<file path="src/rtl/xbus_pkg.sv">
package xbus_pkg;

  typedef enum logic [1:0] {
    CYC_FETCH = 2'd0,
    CYC_READ  = 2'd1,
    CYC_WRITE = 2'd2
  } cyc_e;

  // Control outputs for one phase of a bus cycle
  typedef struct packed {
    logic ale;
    logic psen_n;
    logic rd_n;
    logic wr_n;
    logic drv_addr;
    logic drv_data;
    logic last_low;
  } bus_ctl_t;

  function automatic cyc_e kind_of(input logic [1:0] k);
    if (k[1])      return CYC_WRITE;
    else if (k[0]) return CYC_READ;
    else           return CYC_FETCH;
  endfunction

endpackage

</file>
<file path="src/rtl/xbus_timer.sv">
module xbus_timer
  import xbus_pkg::*;
#(
  parameter int FETCH_LEN = 7,
  parameter int DATA_LEN  = 12,
  parameter int PHW       = 4
) (
  input  logic           clk,
  input  logic           rst,
  input  logic           start_req,
  input  cyc_e           start_kind,
  output logic           ready,
  output logic           start,
  output cyc_e           kind_q,
  output logic           busy_n,
  output cyc_e           kind_n,
  output logic [PHW-1:0] ph_n
);

  localparam logic [PHW-1:0] F_LAST = PHW'(FETCH_LEN - 1);
  localparam logic [PHW-1:0] D_LAST = PHW'(DATA_LEN - 1);

  logic           busy_q;
  logic [PHW-1:0] ph_q;
  logic           last;

  always_comb begin
    last  = busy_q && (ph_q == ((kind_q == CYC_FETCH) ? F_LAST : D_LAST));
    ready = !busy_q || last;
    start = start_req && ready;
    busy_n = busy_q;
    kind_n = kind_q;
    ph_n   = ph_q;
    if (start) begin
      busy_n = 1'b1;
      kind_n = start_kind;
      ph_n   = '0;
    end else if (last) begin
      busy_n = 1'b0;
      ph_n   = '0;
    end else if (busy_q) begin
      ph_n = ph_q + 1'b1;
    end
  end

  always_ff @(posedge clk) begin
    if (rst) begin
      busy_q <= 1'b0;
      kind_q <= CYC_FETCH;
      ph_q   <= '0;
    end else begin
      busy_q <= busy_n;
      kind_q <= kind_n;
      ph_q   <= ph_n;
    end
  end


  ph_in_range_chk: assert property (@(posedge clk) disable iff (rst)
    busy_q |-> (ph_q <= D_LAST));


  hold_off_chk: assert property (@(posedge clk) disable iff (rst)
    (busy_q && !ready) |=> (busy_q && ph_q == $past(ph_q) + 1'b1));

endmodule

</file>
<file path="src/rtl/xbus_decode.sv">
module xbus_decode
  import xbus_pkg::*;
#(
  parameter int ALE_CLKS  = 2,
  parameter int FETCH_GAP = 1,
  parameter int FETCH_LOW = 3,
  parameter int DATA_GAP  = 3,
  parameter int DATA_LOW  = 6,
  parameter int PHW       = 4
) (
  input  logic           active,
  input  cyc_e           kind,
  input  logic [PHW-1:0] ph,
  output bus_ctl_t       ctl
);

  localparam logic [PHW-1:0] ALE_END = PHW'(ALE_CLKS);
  localparam logic [PHW-1:0] ADR_BEG = PHW'(ALE_CLKS - 1);
  localparam logic [PHW-1:0] F_BEG   = PHW'(ALE_CLKS + FETCH_GAP);
  localparam logic [PHW-1:0] F_END   = PHW'(ALE_CLKS + FETCH_GAP + FETCH_LOW - 1);
  localparam logic [PHW-1:0] D_BEG   = PHW'(ALE_CLKS + DATA_GAP);
  localparam logic [PHW-1:0] D_END   = PHW'(ALE_CLKS + DATA_GAP + DATA_LOW - 1);
  localparam logic [PHW-1:0] W_BEG   = PHW'(ALE_CLKS + DATA_GAP - 1);
  localparam logic [PHW-1:0] W_END   = PHW'(ALE_CLKS + DATA_GAP + DATA_LOW);

  logic in_f, in_d;

  always_comb begin
    in_f = (ph >= F_BEG) && (ph <= F_END);
    in_d = (ph >= D_BEG) && (ph <= D_END);
    ctl  = '{ale: 1'b0, psen_n: 1'b1, rd_n: 1'b1, wr_n: 1'b1,
             drv_addr: 1'b0, drv_data: 1'b0, last_low: 1'b0};
    if (active) begin
      ctl.ale      = ph < ALE_END;
      ctl.drv_addr = (ph == ADR_BEG) || (ph == ALE_END);
      unique case (kind)
        CYC_FETCH: begin
          ctl.psen_n   = !in_f;
          ctl.last_low = ph == F_END;
        end
        CYC_READ: begin
          ctl.rd_n     = !in_d;
          ctl.last_low = ph == D_END;
        end
        default: begin
          ctl.wr_n     = !in_d;
          ctl.drv_data = (ph >= W_BEG) && (ph <= W_END);
          ctl.last_low = ph == D_END;
        end
      endcase
    end
  end

endmodule

</file>
<file path="src/rtl/xbus_seq.sv">
module xbus_seq
  import xbus_pkg::*;
#(
  parameter int ALE_CLKS  = 2,
  parameter int FETCH_GAP = 1,
  parameter int FETCH_LOW = 3,
  parameter int DATA_GAP  = 3,
  parameter int DATA_LOW  = 6,
  parameter int AW        = 16,
  parameter int DW        = 8
) (
  input  logic             clk,
  input  logic             rst,
  input  logic             req_valid,
  input  logic [1:0]       req_kind,
  input  logic [AW-1:0]    req_addr,
  input  logic [DW-1:0]    req_wdata,
  output logic             req_ready,
  output logic             done,
  output logic [DW-1:0]    rdata,
  output logic             ale,
  output logic             psen_n,
  output logic             rd_n,
  output logic             wr_n,
  output logic [DW-1:0]    ad_out,
  input  logic [DW-1:0]    ad_in,
  output logic             ad_oe,
  output logic [AW-DW-1:0] a_hi
);

  localparam int FETCH_LEN = ALE_CLKS + FETCH_GAP + FETCH_LOW + 1;
  localparam int DATA_LEN  = ALE_CLKS + DATA_GAP + DATA_LOW + 1;
  localparam int PHW       = $clog2(DATA_LEN + 1);

  logic           start, busy_n;
  cyc_e           kind_q, kind_n;
  logic [PHW-1:0] ph_n;
  bus_ctl_t       ctl_n;
  logic [AW-1:0]  addr_q, addr_n;
  logic [DW-1:0]  wdata_q, wdata_n;
  logic           smp_q;

  xbus_timer #(.FETCH_LEN(FETCH_LEN), .DATA_LEN(DATA_LEN), .PHW(PHW)) u_timer (
    .clk        (clk),
    .rst        (rst),
    .start_req  (req_valid),
    .start_kind (kind_of(req_kind)),
    .ready      (req_ready),
    .start      (start),
    .kind_q     (kind_q),
    .busy_n     (busy_n),
    .kind_n     (kind_n),
    .ph_n       (ph_n)
  );

  xbus_decode #(
    .ALE_CLKS(ALE_CLKS), .FETCH_GAP(FETCH_GAP), .FETCH_LOW(FETCH_LOW),
    .DATA_GAP(DATA_GAP), .DATA_LOW(DATA_LOW), .PHW(PHW)
  ) u_decode (
    .active (busy_n),
    .kind   (kind_n),
    .ph     (ph_n),
    .ctl    (ctl_n)
  );

  always_comb begin
    addr_n  = start ? req_addr  : addr_q;
    wdata_n = start ? req_wdata : wdata_q;
  end

  // Outputs are registered from the next-phase decode
  always_ff @(posedge clk) begin
    if (rst) begin
      ale     <= 1'b0;
      psen_n  <= 1'b1;
      rd_n    <= 1'b1;
      wr_n    <= 1'b1;
      ad_oe   <= 1'b0;
      ad_out  <= '0;
      a_hi    <= '0;
      addr_q  <= '0;
      wdata_q <= '0;
      smp_q   <= 1'b0;
      done    <= 1'b0;
      rdata   <= '0;
    end else begin
      ale     <= ctl_n.ale;
      psen_n  <= ctl_n.psen_n;
      rd_n    <= ctl_n.rd_n;
      wr_n    <= ctl_n.wr_n;
      ad_oe   <= ctl_n.drv_addr | ctl_n.drv_data;
      ad_out  <= ctl_n.drv_addr ? addr_n[DW-1:0] : (ctl_n.drv_data ? wdata_n : '0);
      a_hi    <= addr_n[AW-1:DW];
      addr_q  <= addr_n;
      wdata_q <= wdata_n;
      smp_q   <= ctl_n.last_low;
      done    <= smp_q;
      if (smp_q && kind_q != CYC_WRITE) rdata <= ad_in;
    end
  end


  one_strobe_chk: assert property (@(posedge clk) disable iff (rst)
    $onehot0({~psen_n, ~rd_n, ~wr_n}));


  ale_width_chk: assert property (@(posedge clk) disable iff (rst)
    $rose(ale) |=> (ale ##1 !ale));


  float_chk: assert property (@(posedge clk) disable iff (rst)
    (!psen_n || !rd_n) |-> !ad_oe);


  done_pulse_chk: assert property (@(posedge clk) disable iff (rst)
    done |=> !done);


  done_ready_chk: assert property (@(posedge clk) disable iff (rst)
    done |-> req_ready);


  hi_hold_chk: assert property (@(posedge clk) disable iff (rst)
    !req_ready |=> $stable(a_hi));

endmodule

</file>
<file path="config.mk">
export PLATFORM = sky130hd
export DESIGN_NAME = xbus_seq
export DESIGN_NICKNAME = d
export VERILOG_FILES = /design/src/rtl/xbus_pkg.sv /design/src/rtl/xbus_timer.sv /design/src/rtl/xbus_decode.sv /design/src/rtl/xbus_seq.sv
export SDC_FILE = /design/constraint.sdc
export NUM_CORES = 1
export LEC_CHECK = 0
export BUFFER_PORTS_ARGS = -buffer_cell sky130_fd_sc_hd__buf_4
export CORE_ASPECT_RATIO = 0.6
export CORE_MARGIN = 2
export CORE_UTILIZATION = 24
export DETAILED_ROUTE_END_ITERATION = 8
export GPL_TIMING_DRIVEN = 1
export SLEW_MARGIN = 10
export SYNTH_ARGS = -nofsm -noshare
export SYNTH_HDL_FRONTEND = slang
export SYNTH_SLANG_ARGS = --single-unit
</file>
<file path="constraint.sdc">
create_clock -name clk -period 3.7 [get_ports clk]
set_input_delay 0.555 -clock clk [delete_from_list [all_inputs] [get_ports clk]]
set_output_delay 0.555 -clock clk [all_outputs]
set_load 0.03 [all_outputs]
</file>
; Word level (Yosys, flattened, before mapping)
; Cells that the tools add are included.
[totals]
mem_bits_rw = 0
register_bits = 62
wordCells = 68
out_inout_bits = 31
input_bits = 37
memories = 0
mem_bits_ro = 0
latchBits = 0
[op_classes]
shift = 0
n_eq_ne = 7
bitwise_logic = 4
magnitude_cmp = 7
n_reduce_logical = 18
n_addsub = 1
n_div = 0
mux = 16
mul = 0
[ops]
columns = cell, count
row1 = $mux 8, 3
row2 = $mux 16, 1
row3 = $mux 4, 4
row4 = $ge 4x3->1 const B, 2
row5 = $le 4x4->1 const B, 2
row6 = $logic_and 1x1->1, 6
row7 = $reduce_or 3->1, 2
row8 = $mux 1, 5
row9 = $add 4x1->4 const B, 1
row10 = $eq 4x1->1 const B, 1
row11 = $eq 4x2->1 const B, 1
row12 = $eq 4x3->1 const B, 1
row13 = $eq 4x4->1, 1
row14 = $eq 4x4->1 const B, 1
row15 = $ge 4x2->1 const B, 1
row16 = $le 4x3->1 const B, 1
row17 = $logic_not 2->1, 2
row18 = $lt 4x2->1 const B, 1
row19 = $mux 2, 2
row20 = $reduce_or 2->1, 2
row21 = $reduce_or 4->1, 1
row22 = $logic_not 1->1, 3
row23 = $mux 3, 1
row24 = $not 1->1, 3
row25 = 4 further kinds, 5

; Longest topological paths before layout
[depth]
depth_word = 13
depth_mapped = 10
depth_no_buf = 9

; Modules after synthesis
; Synthesis repeated with hierarchy kept, for this count alone.
[hier_totals]
hier_cells = 231
hier_area_um2 = 2290.9
[by_module_without_submodules]
columns = module, area_each_um2, n_inst, cells_per_inst, seq_area_each_um2
row1 = xbus_seq, 1717.9, 1, 159, 940.9
row2 = xbus_timer, 431.7, 1, 50, 140.1
row3 = xbus_decode, 141.4, 1, 22, 0.0

; Worst setup path after synthesis
; OpenSTA, ideal clock, no wires.
[synth_timing]
path_kind = register to register
from = register u_timer.ph_q[1]
to = register ad_out[0]
setup_ns = 0.127
t_required_ns = 3.573
path_buffers = 1
slack_ns = 1.451
stages_incl_launch_ff = 11
arrival_ns = 2.121
synth_period_minus_slack_ns = 2.249
cell_sequence = dfxtp_1 > buf_2 > nand2_1 > o31ai_4 > nor2_1 > inv_1 > o22ai_1 > a22oi_1 > ha_1 > nand3_1 > o22ai_1
[synth_between]
elab_chain_len = 11
word_cells_on_any_way = 26
cone_classes = 1 x add/sub / 2 x order compare / 4 x eq/ne / 12 x mux / 7 x reduce/logical
[synth_rtl]
columns = item, line
row1 = from (decl), xbus_timer.sv:24  ; logic [PHW-1:0] ph_q;
row2 = from (signal assigned), xbus_timer.sv:54  ; ph_q <= ph_n;
row3 = $eq 4x4->1 (*), xbus_timer.sv:28  ; last = busy_q && (ph_q == ((kind_q == CYC_FETCH) ? F_LAST : D_LAST));
row4 = $logic_and 1x1->1 (*), xbus_timer.sv:28
row5 = $logic_or 1x1->1 (*), xbus_timer.sv:29  ; ready = !busy_q || last;
row6 = named net req_ready, xbus_seq.sv:18  ; output logic req_ready,
row7 = $logic_and 1x1->1 (*), xbus_timer.sv:30  ; start = start_req && ready;
row8 = $mux 4 / $mux 2 (equally long branches), xbus_timer.sv:34  ; if (start) begin
row9 = $ge 4x3->1 (tied with other cells), xbus_decode.sv:47  ; ctl.drv_data = (ph >= W_BEG) && (ph <= W_END);
row10 = $logic_and 1x1->1 / $reduce_or 2->1 (equally long branches), -
row11 = $mux 1, xbus_decode.sv:36  ; unique case (kind)
row12 = $mux 3, xbus_decode.sv:33  ; if (active) begin
row13 = $mux 8, xbus_seq.sv:92  ; ad_out <= ctl_n.drv_addr ? addr_n[DW-1:0] : (ctl_n.drv_data ? wdata_n : '0);
row14 = $mux 8 (*), xbus_seq.sv:92
row15 = to (signal assigned), xbus_seq.sv:92
row16 = to (decl), xbus_seq.sv:25  ; output logic [DW-1:0] ad_out,
; Mark *: on every way through the listed nets, which the timed path passes. The rest lies on a longest branch.
; A chain may end at the register's enable or synchronous reset.

; Worst setup path after layout
[layout_timing]
from = register u_timer.ph_q[3]
to = register ad_out[4]
[layout_between]
elab_chain_len = 11
word_cells_on_any_way = 26
cone_classes = 1 x add/sub / 2 x order compare / 4 x eq/ne / 12 x mux / 7 x reduce/logical
[layout_rtl]
columns = item, line
row1 = "parallel branches: the longest is 10 deep, another holds $add 4x1->4", -
row2 = $mux 8 (*), xbus_seq.sv:92
; Every way passes the cells marked *.

==> impl_metrics.json <==
{
  "syn_inst": 258,
  "grt_pass1_vias": 1842,
  "path_common_cell": "o22ai_1",
  "crit_path_max_incr_delay_ns": 0.63,
  "vias": 1993,
  "met2_wirelength_mm": 2.392,
  "final_antenna_net_count": 0,
  "m1WireLength_mm": 3.220,
  "initial_core_util_pct": 24.29,
  "cp_slowest_cell": "dfxtp_1",
  "first_pass_iters": 5,
  "antenna_found_initial": 0,
  "max_slew_margin_pct": 28.17,
  "ys_seq_area_share_pct": 45.69,
  "clock_sinks": 54,
  "synth.top_cells.by_area": "dfxtp_1 46%, mux2i_1 10%, nor2_1 5.4%, nand2_1 4.3%, a21oi_1 3.2%",
  "nets": 351,
  "cts_resized": 0,
  "std_cell_rows": 28,
  "ios": 68,
  "die-area_um2": 10690,
  "final.period_utilization_pct": 71.10,
  "leakagePower_nw": 1.352,
  "post_cts_buffers": 0,
  "route.met3.wl_um": 633,
  "status": "completed",
  "synth_top_area_cell": "dfxtp_1",
  "synth-edff-count": 0,
  "cp-end-kind": "flop",
  "dp_hpwl_mm": 4.570,
  "clkSlewWorstSetupHoldPaths_ns": 0.07,
  "dr.max_layer_used": "met4",
  "grt_pass1_wl_mm": 9.784,
  "timing_worst_setup_path_type": "flop to flop",
  "drc": 0,
  "hold_violations": 0,
  "synth_cell_types": 51,
  "grt_max_degree": 48,
  "drt_iter0_drc": 148,
  "finalSetupViolations": 0,
  "min_period_ns": 2.631,
  "worstHoldPathType": "flop to flop",
  "vdd_drop_max_uv": 188.0,
  "port_buffers": 67,
  "synth_ff_type": "dfxtp_1",
  "power_density_nw_per_um2": 414.3,
  "critical_path.cell_chain": "nor2b_4 -> and4b_1 -> nor2_1 -> inv_1 -> o22ai_1 -> a22oi_1 -> ha_1 -> nand3_1 -> o22ai_1",
  "cts_root_buf": "clkbuf_16",
  "track_usage_pct": 11.84,
  "htree_levels": 2,
  "cp_top_family": "simple AND/OR/NAND/NOR gates",
  "synth.net_count": 298,
  "clockBufferDepth": 2,
  "insertion_delay_ns": 0.30,
  "tns_ns": 0,
  "cts_buffers": 5,
  "ctsHoldBuffers": 0,
  "synthArstFlopShare_pct": 0,
  "drive_gt1_share_pct": 27.24,
  "crit_fanout": 13,
  "diodes": 0,
  "vias_per_cell": 4.459,
  "critPathArrivalTime_ns": 2.85,
  "yosys_warnings": 0,
  "place_congestion": 0.9143,
  "area_delta_synth_final_pct": 30.04,
  "fp.coreArea_um2": 9739,
  "rsz0062_at_grt": "false",
  "synth_seq_cells": 54,
  "die_x_um": 132.2,
  "clock.fmax_mhz": 380.1,
  "power_w": 0.001275,
  "grt-ovfl-total": 0,
  "syn_area_um2": 2366,
  "critPathRequiredTime_ns": 3.92,
  "yosys.area.top_type_share_pct": 45.69,
  "tightest_slew_ns": 1.070,
  "wl_per_cell_um": 14.00,
  "critPathBufInv": 1,
  "maxCapViolCount": 0,
  "maxSlewViolCount": 0,
  "avgSynthCellArea_um2": 9.171,
  "start_kind": "flop",
  "skew_ns": 0.008700,
  "die_h_um": 80.91,
  "cts_tree": "done",
  "wl_mm": 6.259
}
==> report_power, final <==
group / switching [W] / total [W] / internal, W
registers: 0.0000152 / 0.000618 / 0.000603
logic: 0.0000921 / 0.000163 / 0.0000707
clock network: 0.000221 / 0.000493 / 0.000272
total: 0.000329 / 0.00127 / 0.000946
==> routing by layer <==
layer  global-route usage [%]  vias to the layer above
met5                        0                        -
met1                    17.40                      902
met2                    16.09                       96
met3                    4.869                        3
li1                         -                      992
met4                    1.935                        0
==> worst register-to-register path, cell delays in order, from the launching register on <==
cell and delay (ns):
dfxtp_1 0.63, nor2b_4 0.10, and4b_1 0.24, nor2_1 0.36, inv_1 0.15, o22ai_1 0.13
a22oi_1 0.14, ha_1 0.36, nand3_1 0.25, o22ai_1 0.20
==> layout by cell type (no fill, tap or decap), types with 8 or more instances in the layout <==
cell | Yosys | routed
inv_1 | 8 | 8
dfxtp_1 | 54 | 54
nand2_1 | 27 | 27
o22ai_1 | 8 | 8
nor2_1 | 34 | 34
a21oi_1 | 15 | 15
buf_4 | 9 | 68
mux2i_1 | 24 | 24
==> worst paths after layout <==
| kind | startpoint | to | slack (ns) | cells past startpoint |
|---|---|---|---|---|
| setup / recovery | u_timer.ph_q[3] | ad_out[4] | 1.07 | 9 |
| hold / removal | a_hi[4] | a_hi[4] | 0.46 | 2 |
| setup reg to reg | u_timer.ph_q[3] | ad_out[4] | 1.07 | 9 |
| hold reg to reg | a_hi[4] | a_hi[4] | 0.46 | 2 |
==> kinds of logic (layout without fill, tap and decap cells) <==
| logic type | count (synthesis) | after routing | share of synthesized area, % |
|---|---|---|---|
| fa+ha+maj | 3 | 3 | 1.587 |
| mux | 24 | 24 | 10.15 |
| flops | 54 | 54 | 45.69 |
| compound gates | 55 | 55 | 16.61 |
| simple gates | 91 | 91 | 19.09 |
| buf+inv | 30 | 84 | 6.504 |
| xor+xnor | 1 | 1 | 0.3702 |
==> metrics by stage <==
step / worst slack [ns] / utilization, % / cell area, µm² / std cells / hold slack, ns
finish: 1.069 / 31.59 / 3077 / 447 / 0.4570
global route: 0.8103 / 31.59 / 3077 / 447 / 0.4876
CTS: 1.100 / 31.59 / 3077 / 447 / 0.4611
detailed placement: 1.161 / 30.00 / 2922 / 439 / 0.4509
global placement: 1.242 / 30.00 / 2922 / 439 / 0.4437
floorplan: 1.451 / - / 2366 / 258 / 0.4345
==> synthesized netlist by cell type, types with 2 or more instances <==
cell and count:
a31oi_1 2, o21ai_0 5, buf_4 9, nor2_1 34, a221oi_1 2, nand2b_1 4
nor3_1 2, ha_1 3, o32ai_1 2, and4b_1 2, a22o_1 3, o31ai_1 2
mux2i_1 24, inv_1 8, nand3_1 5, buf_2 6, a21oi_1 15, nor2b_1 4
nand3b_1 2, o22ai_1 8, nand2_1 27, o21a_1 2, dfxtp_1 54, clkbuf_1 6
==> cell type report <==
class | instances | area (µm²)
clock buffers | 6 | 138.9
multi-input cells | 174 | 1131
repair buffers | 68 | 510.5
flip-flops and latches | 54 | 1081
well taps | 135 | 168.9
clock inverters | 2 | 16.27
inverters | 8 | 30.03
fillers | 1042 | 6663
==> flip-flops by register name (all words and copies together), names as in the netlist, 2 cells and up <==
name,count
a_hi,8
ad_out,8
addr_q,8
rdata,8
wdata_q,8
u_timer.ph_q,4
u_timer.kind_q,2
Note: power is estimated with default switching activity, not from simulation.
